## src/rtl/rotm_pkg.sv

```systemverilog
package rotm_pkg;

    typedef enum logic [1:0] {
        OP_CLEAR_LEFT,
        OP_CLEAR_RIGHT,
        OP_INSERT,
        OP_BAD
    } rot_op_e;

    typedef enum logic [1:0] {
        SLOT_EMPTY,
        SLOT_RESULT,
        SLOT_FAULT
    } slot_e;

    localparam logic [5:0] PRIM_GROUP = 6'd30;
    localparam logic [2:0] SUB_CLEAR_LEFT  = 3'd0;
    localparam logic [2:0] SUB_CLEAR_RIGHT = 3'd1;
    localparam logic [2:0] SUB_INSERT      = 3'd3;

    typedef struct packed {
        logic lt;
        logic gt;
        logic eq;
        logic so;
    } cr_field_t;

endpackage

```

## src/rtl/rotm_decode.sv

```systemverilog
module rotm_decode
    import rotm_pkg::*;
#(
    parameter int IW   = 32,
    parameter int SHW  = 6,
    parameter int RIDW = 5
) (
    input  logic [IW-1:0]   word,
    output logic [SHW-1:0]  shamt,
    output logic [SHW-1:0]  bound,
    output logic [RIDW-1:0] rs_sel,
    output logic [RIDW-1:0] rd_sel,
    output rot_op_e         op,
    output logic            rec_bit
);
    logic [2:0] sub;
    logic       prim_ok;

    always_comb begin
        shamt   = {word[1], word[15:11]};
        bound   = {word[5], word[10:6]};
        rs_sel  = word[25:21];
        rd_sel  = word[20:16];
        rec_bit = word[0];
        sub     = word[4:2];
        prim_ok = (word[31:26] == PRIM_GROUP);
    end

    always_comb begin
        op = OP_BAD;
        if (prim_ok) begin
            unique case (sub)
                SUB_CLEAR_LEFT:  op = OP_CLEAR_LEFT;
                SUB_CLEAR_RIGHT: op = OP_CLEAR_RIGHT;
                SUB_INSERT:      op = OP_INSERT;
                default:         op = OP_BAD;
            endcase
        end
    end
endmodule

```

## src/rtl/rotm_rotator.sv

```systemverilog
module rotm_rotator #(
    parameter int DW = 64,
    localparam int SHW = $clog2(DW)
) (
    input  logic [DW-1:0]  din,
    input  logic [SHW-1:0] amt,
    output logic [DW-1:0]  dout
);
    logic [DW-1:0] stage [SHW+1];

    assign stage[0] = din;

    for (genvar k = 0; k < SHW; k++) begin : g_stage
        localparam int STEP = 1 << k;
        assign stage[k+1] = amt[k]
            ? {stage[k][DW-1-STEP:0], stage[k][DW-1 -: STEP]}
            : stage[k];
    end

    assign dout = stage[SHW];
endmodule

```

## src/rtl/rotm_maskgen.sv

```systemverilog
module rotm_maskgen #(
    parameter int DW = 64,
    localparam int SHW = $clog2(DW)
) (
    input  logic [SHW-1:0] first_pos,
    input  logic [SHW-1:0] last_pos,
    output logic [DW-1:0]  mask
);
    logic wraps;

    assign wraps = (first_pos > last_pos);

    for (genvar p = 0; p < DW; p++) begin : g_pos
        localparam logic [SHW-1:0] POS = SHW'(p);
        logic ge_first;
        logic le_last;
        assign ge_first = (POS >= first_pos);
        assign le_last  = (POS <= last_pos);
        assign mask[DW-1-p] = wraps ? (ge_first | le_last)
                                    : (ge_first & le_last);
    end
endmodule

```

## src/rtl/rotm_unit.sv

```systemverilog
module rotm_unit
    import rotm_pkg::*;
#(
    parameter int DW   = 64,
    parameter int IW   = 32,
    parameter int RIDW = 5,
    localparam int SHW = $clog2(DW)
) (
    input  logic            clk,
    input  logic            rst_n,
    input  logic            issue,
    input  logic [IW-1:0]   insn,
    input  logic [DW-1:0]   src_val,
    input  logic [DW-1:0]   dst_old,
    input  logic            mode32,
    input  logic            so_in,
    output logic            wr_en,
    output logic            fault,
    output logic            rec_flag,
    output logic [3:0]      cr0,
    output logic [DW-1:0]   result,
    output logic [RIDW-1:0] src_idx,
    output logic [RIDW-1:0] dst_idx
);
    localparam logic [SHW-1:0] TOP_POS = SHW'(DW - 1);

    logic [SHW-1:0]  shamt;
    logic [SHW-1:0]  bound;
    logic [RIDW-1:0] rs_sel;
    logic [RIDW-1:0] rd_sel;
    rot_op_e         op;
    logic            rec_bit;

    logic [SHW-1:0]  first_pos;
    logic [SHW-1:0]  last_pos;
    logic [DW-1:0]   rotated;
    logic [DW-1:0]   mask;
    logic [DW-1:0]   merged;
    logic            reject;
    cr_field_t       cr_nx;

    slot_e           slot_q;
    slot_e           slot_nx;
    logic [DW-1:0]   res_q;
    cr_field_t       cr_q;
    logic            rec_q;
    logic [RIDW-1:0] src_q;
    logic [RIDW-1:0] dst_q;

    rotm_decode #(.IW(IW), .SHW(SHW), .RIDW(RIDW)) u_dec (
        .word    (insn),
        .shamt   (shamt),
        .bound   (bound),
        .rs_sel  (rs_sel),
        .rd_sel  (rd_sel),
        .op      (op),
        .rec_bit (rec_bit)
    );

    rotm_rotator #(.DW(DW)) u_rot (
        .din  (src_val),
        .amt  (shamt),
        .dout (rotated)
    );

    always_comb begin
        first_pos = '0;
        last_pos  = TOP_POS;
        unique case (op)
            OP_CLEAR_LEFT: begin
                first_pos = bound;
                last_pos  = TOP_POS;
            end
            OP_CLEAR_RIGHT: begin
                first_pos = '0;
                last_pos  = bound;
            end
            OP_INSERT: begin
                first_pos = bound;
                last_pos  = TOP_POS - shamt;
            end
            OP_BAD: begin
                first_pos = '0;
                last_pos  = TOP_POS;
            end
        endcase
    end

    rotm_maskgen #(.DW(DW)) u_mask (
        .first_pos (first_pos),
        .last_pos  (last_pos),
        .mask      (mask)
    );

    always_comb begin
        if (op == OP_INSERT) begin
            merged = (rotated & mask) | (dst_old & ~mask);
        end else begin
            merged = rotated & mask;
        end
        cr_nx.lt = merged[DW-1];
        cr_nx.eq = (merged == '0);
        cr_nx.gt = ~merged[DW-1] & (merged != '0);
        cr_nx.so = so_in;
        reject   = mode32 | (op == OP_BAD);
    end

    always_comb begin
        if (!issue) begin
            slot_nx = SLOT_EMPTY;
        end else if (reject) begin
            slot_nx = SLOT_FAULT;
        end else begin
            slot_nx = SLOT_RESULT;
        end
    end

    always_ff @(posedge clk) begin
        if (!rst_n) begin
            slot_q <= SLOT_EMPTY;
        end else begin
            slot_q <= slot_nx;
        end
    end

    always_ff @(posedge clk) begin
        if (!rst_n) begin
            res_q <= '0;
            cr_q  <= '0;
            rec_q <= 1'b0;
            src_q <= '0;
            dst_q <= '0;
        end else begin
            src_q <= rs_sel;
            dst_q <= rd_sel;
            if (slot_nx == SLOT_RESULT) begin
                res_q <= merged;
                cr_q  <= cr_nx;
                rec_q <= rec_bit;
            end else begin
                res_q <= '0;
                cr_q  <= '0;
                rec_q <= 1'b0;
            end
        end
    end

    always_comb begin
        wr_en    = 1'b0;
        fault    = 1'b0;
        rec_flag = 1'b0;
        cr0      = '0;
        result   = '0;
        unique case (slot_q)
            SLOT_EMPTY: begin
                wr_en = 1'b0;
            end
            SLOT_RESULT: begin
                wr_en    = 1'b1;
                result   = res_q;
                rec_flag = rec_q;
                cr0      = rec_q ? cr_q : 4'b0000;
            end
            SLOT_FAULT: begin
                fault = 1'b1;
            end
            default: begin
                fault = 1'b0;
            end
        endcase
        src_idx = src_q;
        dst_idx = dst_q;
    end
endmodule

```

## config.mk

```make
export PLATFORM = sky130hd
export DESIGN_NAME = rotm_unit
export DESIGN_NICKNAME = d
export VERILOG_FILES = /design/src/rtl/rotm_pkg.sv /design/src/rtl/rotm_decode.sv /design/src/rtl/rotm_rotator.sv /design/src/rtl/rotm_maskgen.sv /design/src/rtl/rotm_unit.sv
export SDC_FILE = /design/constraint.sdc
export NUM_CORES = 1
export LEC_CHECK = 0
export BUFFER_PORTS_ARGS = -buffer_cell sky130_fd_sc_hd__buf_2
export CELL_PAD_IN_SITES_DETAIL_PLACEMENT = 1
export CELL_PAD_IN_SITES_GLOBAL_PLACEMENT = 1
export CORE_AREA = 3 3 168 170
export CTS_CLUSTER_SIZE = 8
export DETAILED_ROUTE_END_ITERATION = 8
export DIE_AREA = 0 0 171 173
export PLACE_DENSITY_LB_ADDON = 0.1
export SETUP_SLACK_MARGIN = 0.1
export SLEW_MARGIN = 20
export SYNTH_ARGS = -nofsm -noshare
export SYNTH_HDL_FRONTEND = slang
export SYNTH_HIERARCHICAL = 1
export SYNTH_SLANG_ARGS = --single-unit
```

## constraint.sdc

```tcl
create_clock -name clk -period 4.65 [get_ports clk]
set_input_delay 0.465 -clock clk [delete_from_list [all_inputs] [get_ports clk]]
set_output_delay 0.465 -clock clk [all_outputs]
set_load 0.05 [all_outputs]
```

==> flow_metrics.tcl, run 1 <==
set metrics [dict create \
    outcome "finished clean" \
    drtIter0Drc 1134 \
    core_sq_um 26880 \
    hold_viol 0 \
    path_cells "buf_2 > and4b_1 > nand3b_1 > ha_2 > a21oi_1 > o21ai_0 > inv_1 > ha_1 > and4_4 > o21ai_2 > a32oi_4 > buf_12 > buf_4 > maj3_1 > nand3b_1 > nand4_1 > nor4_1 > nand4_1 > o211a_1" \
    areaGrowthSynthToFinish_pct 16.05 \
    htreeDepth 3 \
    start_kind "input pin" \
    critPathTopFamily "simple AND/OR/NAND/NOR gates" \
    slew_violations 0 \
    relSlewSlack 0.3632 \
    final-setup-viol-count 0 \
    yosysSeqAreaShare 0.1537 \
    clk_pin_slew_ns 0.07 \
    diodes 0 \
    cts_resized 0 \
    fin_nets 1372 \
    numClockSinks 80 \
    met3_usage 0.04504 \
    required_ns 4.89 \
    hold_slack_ns 0.3189 \
    final_cell_mix "242 x buf_2, 189 x mux4_2, 112 x nand2_1" \
    start_util 0.3878 \
    drtPass1Iterations 5 \
    path_buf_inv 4 \
    cts_buffers 9 \
    ys_seq_elements 80 \
    ys_types 42 \
    seqCellArea_sq_um 1602 \
    cpMaxStageDelayCell "nor4_1" \
    path_class "input pin to flip-flop" \
    grt_pass1_vias 9826 \
    port_buffers 245 \
    place_hpwl_um 36070 \
    grt_max_degree 71 \
    fin_crit_sh 0.9357 \
    grt-busiest-layer "met2" \
    synth_edf_count 0 \
    grt_overflow 0 \
    cts_buffer_depth 2 \
    p_seq_frac 0.264 \
    grt_pass1_wl_um 64100 \
    drtAntennaViolNets 0 \
    drc_errors 0 \
    via_per_inst 6.462 \
    fillCellCount 3053 \
    slowest_delay_ns 0.43 \
    grt_usage 0.2853 \
    postCtsSetupBuffers 0 \
    swShare 0.3554 \
    multi_input_area_sq_um 8020 \
    ios 246 \
    grtUsageMet1 0.3916 \
    period_needed_ns 4.351 \
    wire_per_inst_um 28.06 \
    worst_slew_pin_slew_ns 0.9551 \
    synth.avg_cell_area_sq_um 10.24 \
    syn_area_sq_um 10420 \
    ir_worst_vdd_uv 159.0 \
    num_rows 60 \
    yosysWarnings 6 \
    hold_buffers 0 \
    p_leak_uw 0.004731 \
    die_area_sq_um 29580 \
    hold_depth 2 \
    synth_ff_type "dfxtp_1" \
    vias 9978 \
    total_power_uw 2621 \
    wl_um 43320 \
    combPwrFrac 0.431 \
    async_reset_ff_frac 0 \
    grt_use_met2 0.4566 \
    crit_path_end_kind "flip-flop" \
    die_h_um 173 \
    gp_congestion 0.9750 \
    crit_fanout 41 \
    powerDensity_nw_per_um2 216.7 \
    die_x_um 171 \
    syn_nets 1192 \
    clockPowerShare 0.305 \
    cts_tree "done" \
    intPower_uw 1690 \
    hold_class "input pin to flip-flop" \
    layout-drive-gt1-share 0.4190 \
    root_buffer "clkbuf_16" \
    cp.depth 19 \
    antenna_found_initial 0 \
    switchingPower_uw 931.7 \
    final_common_cell "buf_2" \
    rsz0062_at_grt "no" \
    drv_cap 0 \
    fmax_mhz 229.8 \
    cp.arrival_ns 4.59 \
    synth_cells 1018 \
]
synthesized netlist by cell type (all sizes together) (2+ instances only):
cell type | instances | area share
nand2 | 112 | 0.040
buf | 75 | 0.056
and2 | 84 | 0.050
inv | 20 | 0.0072
a21oi | 99 | 0.048
nand3 | 7 | 0.0034
nand3b | 65 | 0.047
a31oi | 6 | 0.0036
nor4 | 8 | 0.0048
nor3 | 5 | 0.0024
dfxtp | 80 | 0.15
o21bai | 2 | 0.0014
o21ai | 38 | 0.019
nor2 | 37 | 0.013
clkbuf | 43 | 0.015
maj3 | 62 | 0.060
nand4 | 34 | 0.020
and3 | 8 | 0.0048
nor3b | 2 | 0.0019
or2 | 5 | 0.0030
nor2b | 9 | 0.0054
a21o | 3 | 0.0022
o31ai | 2 | 0.0014
or3 | 4 | 0.0024
mux4 | 192 | 0.42
ha | 9 | 0.011
power by group through the flow:
stage               Sequential (uW)  Clock, uW  Combinational [uW]
floorplan                       724          0                 714
global placement                707          0                1090
detailed placement              708          0                1110
CTS                             692        820                1110
global route                    692        847                1180
finish                          692        800                1130
registers in the layout, indices dropped and copies added (netlist names):
name / count
res_q: 64
dst_idx: 5
src_idx: 5
cr_q: 3
slot_q: 2
rec_q: 1
worst paths after layout:
check,startpoint,end
setup / recovery,insn[4],cr_q[2]
hold / removal,insn[25],src_idx[4]
metal layers:
metal / wire, um / share of wire
met1: 17630 / 0.41
met2: 20040 / 0.46
met3: 3850 / 0.089
met4: 1798 / 0.042
met5: 0 / 0
area by class of cell:
cell class              count  area share
multi-input cells         799      0.6631
repair buffers            287      0.1352
flip-flops and latches     80      0.1324
well taps                 341     0.03527
clock buffers               9     0.01862
clock inverters             7    0.008896
inverters                  21    0.006517
per-stage QoR:
| step | cells | util | TNS [ns] | setup slack (ns) | area, sq um |
|---|---|---|---|---|---|
| floorplan | 1018 | - | 0 | 0.2070 | 10420 |
| global placement | 1527 | 0.4365 | 0 | 0.04260 | 11730 |
| detailed placement | 1527 | 0.4365 | -0.02804 | -0.02804 | 11730 |
| CTS | 1543 | 0.4489 | 0 | 0.3302 | 12060 |
| global route | 1544 | 0.4500 | 0 | 0.1121 | 12100 |
| finish | 1544 | 0.4500 | 0 | 0.2991 | 12100 |
kinds of logic after synthesis:
family | count (synthesis) | share of synthesized area
buffers and inverters | 139 | 0.07875
muxes | 192 | 0.4160
xor gates and xnor gates | 1 | 0.0008405
adders and majority gates | 71 | 0.07035
AOI/OAI and AO/OA | 152 | 0.07839
DFF | 80 | 0.1537
and+or+nand+nor | 383 | 0.2020
(Power assumes the default switching activity.)
==> run 2, diff against run 1 <==
Settings changed: CTS_BUF_LIST set to sky130_fd_sc_hd__clkbuf_8.
==> run 2 against run 1 <==
Effect of this change: wire length is essentially flat; maximum frequency grew 1.7%; final cell count is the same; total power shrank 7.3%; largest power group unchanged; highest routed layer unchanged; sequential power is essentially flat.
==> flow_metrics.tcl, run 2 (synthesis results as in run 1) <==
set metrics [dict create \
    hold_buffers 0 \
    antenna_found_initial 0 \
    met3_usage 0.03589 \
    hold_viol 0 \
    cts_tree "done" \
    rsz0062_at_grt "no" \
    areaGrowthSynthToFinish_pct 15.08 \
    layout-drive-gt1-share 0.4190 \
    drc_errors 0 \
    grt_pass1_wl_um 63640 \
    top_register "res_q" \
    via_per_inst 6.460 \
    wire_per_inst_um 28.04 \
    root_buffer "clkbuf_8" \
    drv_cap 0 \
    period_needed_ns 4.280 \
    start_util 0.3878 \
    start_kind "input pin" \
    crit_path_end_kind "flip-flop" \
    ir_worst_vdd_uv 110.9 \
    htreeDepth 3 \
    path_class "input pin to flip-flop" \
    drtIter0Drc 1042 \
    place_hpwl_um 36070 \
    final_common_cell "buf_2" \
    hold_class "input pin to flip-flop" \
    final-setup-viol-count 0 \
    grt_use_met2 0.4544 \
    num_rows 60 \
    wl_um 43300 \
    clk_pin_slew_ns 0.10 \
    die_x_um 171 \
    ios 246 \
    grt_pass1_vias 9799 \
    cts_buffers 9 \
    grt_max_degree 71 \
    final_cell_mix "242 x buf_2, 189 x mux4_2, 112 x nand2_1" \
    postCtsSetupBuffers 0 \
    p_leak_uw 0.004685 \
    fin_nets 1372 \
    fmax_mhz 233.6 \
    stdcell_area_sq_um 11990 \
    core_sq_um 26880 \
    powerDensity_nw_per_um2 202.5 \
    fin_crit_sh 0.9204 \
    required_ns 4.93 \
    detailed_place.area_sq_um 11730 \
    die_area_sq_um 29580 \
    vias 9974 \
    numClockSinks 80 \
    drtPass1Iterations 5 \
    slew_violations 0 \
    grt_overflow 0 \
    largest_reg_flops 64 \
    cts_buffer_depth 2 \
    cts_resized 0 \
    worst_slew_pin_slew_ns 0.9632 \
    port_buffers 245 \
    grt-busiest-layer "met2" \
    crit_fanout 41 \
    grt_usage 0.2838 \
    relSlewSlack 0.3579 \
    cp.arrival_ns 4.56 \
    grtUsageMet1 0.3961 \
    fin_util 0.4463 \
    gp_congestion 0.9750 \
    total_power_uw 2429 \
    drtAntennaViolNets 0 \
    die_h_um 173 \
    diodes 0 \
    outcome "finished clean" \
]
[run 2: cell counts in the layout (fill, tap and decap cells not counted)]
No cell type changed its count.
[run 2: layer usage]
metal | part of all wire | routed length (um)
met2 | 0.46 | 19880
met4 | 0.040 | 1734
met5 | 0 | 0
met1 | 0.40 | 17450
met3 | 0.098 | 4236
[run 2: cell type report]
cell class / count / area, sq um
clock buffer: 9 / 123.9
clock inverter: 7 / 107.6
fill: 3060 / 14880
inverter: 21 / 78.83
multi-input combinational: 799 / 8020
sequential: 80 / 1602
tap: 341 / 426.7
timing repair buffer: 287 / 1635
[run 2: worst paths after layout]
kind                     start         end  slack, ns  cells after the start
worst max-delay path   insn[4]     cr_q[2]       0.37                     19
worst min-delay path  insn[25]  src_idx[4]       0.28                      2
[run 2: report_power, final]
| part | switching [uW] | total (uW) | internal, uW | leakage (uW) |
|---|---|---|---|---|
| combinational | 610 | 1130 | 517 | 0.00392 |
| clock | 296 | 610 | 313 | 0.000114 |
| sequential | 1.47 | 691 | 690 | 0.000647 |
[run 2: through the flow]
step	instances	setup slack, ns	hold WS, ns	TNS (ns)
final	1544	0.3699	0.2822	0
after global routing	1544	0.1475	0.2728	0
after floorplan	1018	0.2070	0.5788	0
after global placement	1527	0.04260	0.6700	0
after detailed placement	1527	-0.02804	0.6755	-0.02804
after CTS	1543	0.3671	0.2627	0
[run 2: worst max-delay path: stages]
cell	delay (ns)
buf_2	0.09
and4b_1	0.25
nand3b_1	0.13
ha_2	0.41
a21oi_1	0.05
o21ai_0	0.33
inv_1	0.13
ha_1	0.32
and4_4	0.24
o21ai_2	0.07
a32oi_4	0.19
buf_12	0.26
buf_4	0.19
maj3_1	0.18
nand3b_1	0.13
nand4_1	0.11
nor4_1	0.43
nand4_1	0.25
o211a_1	0.28
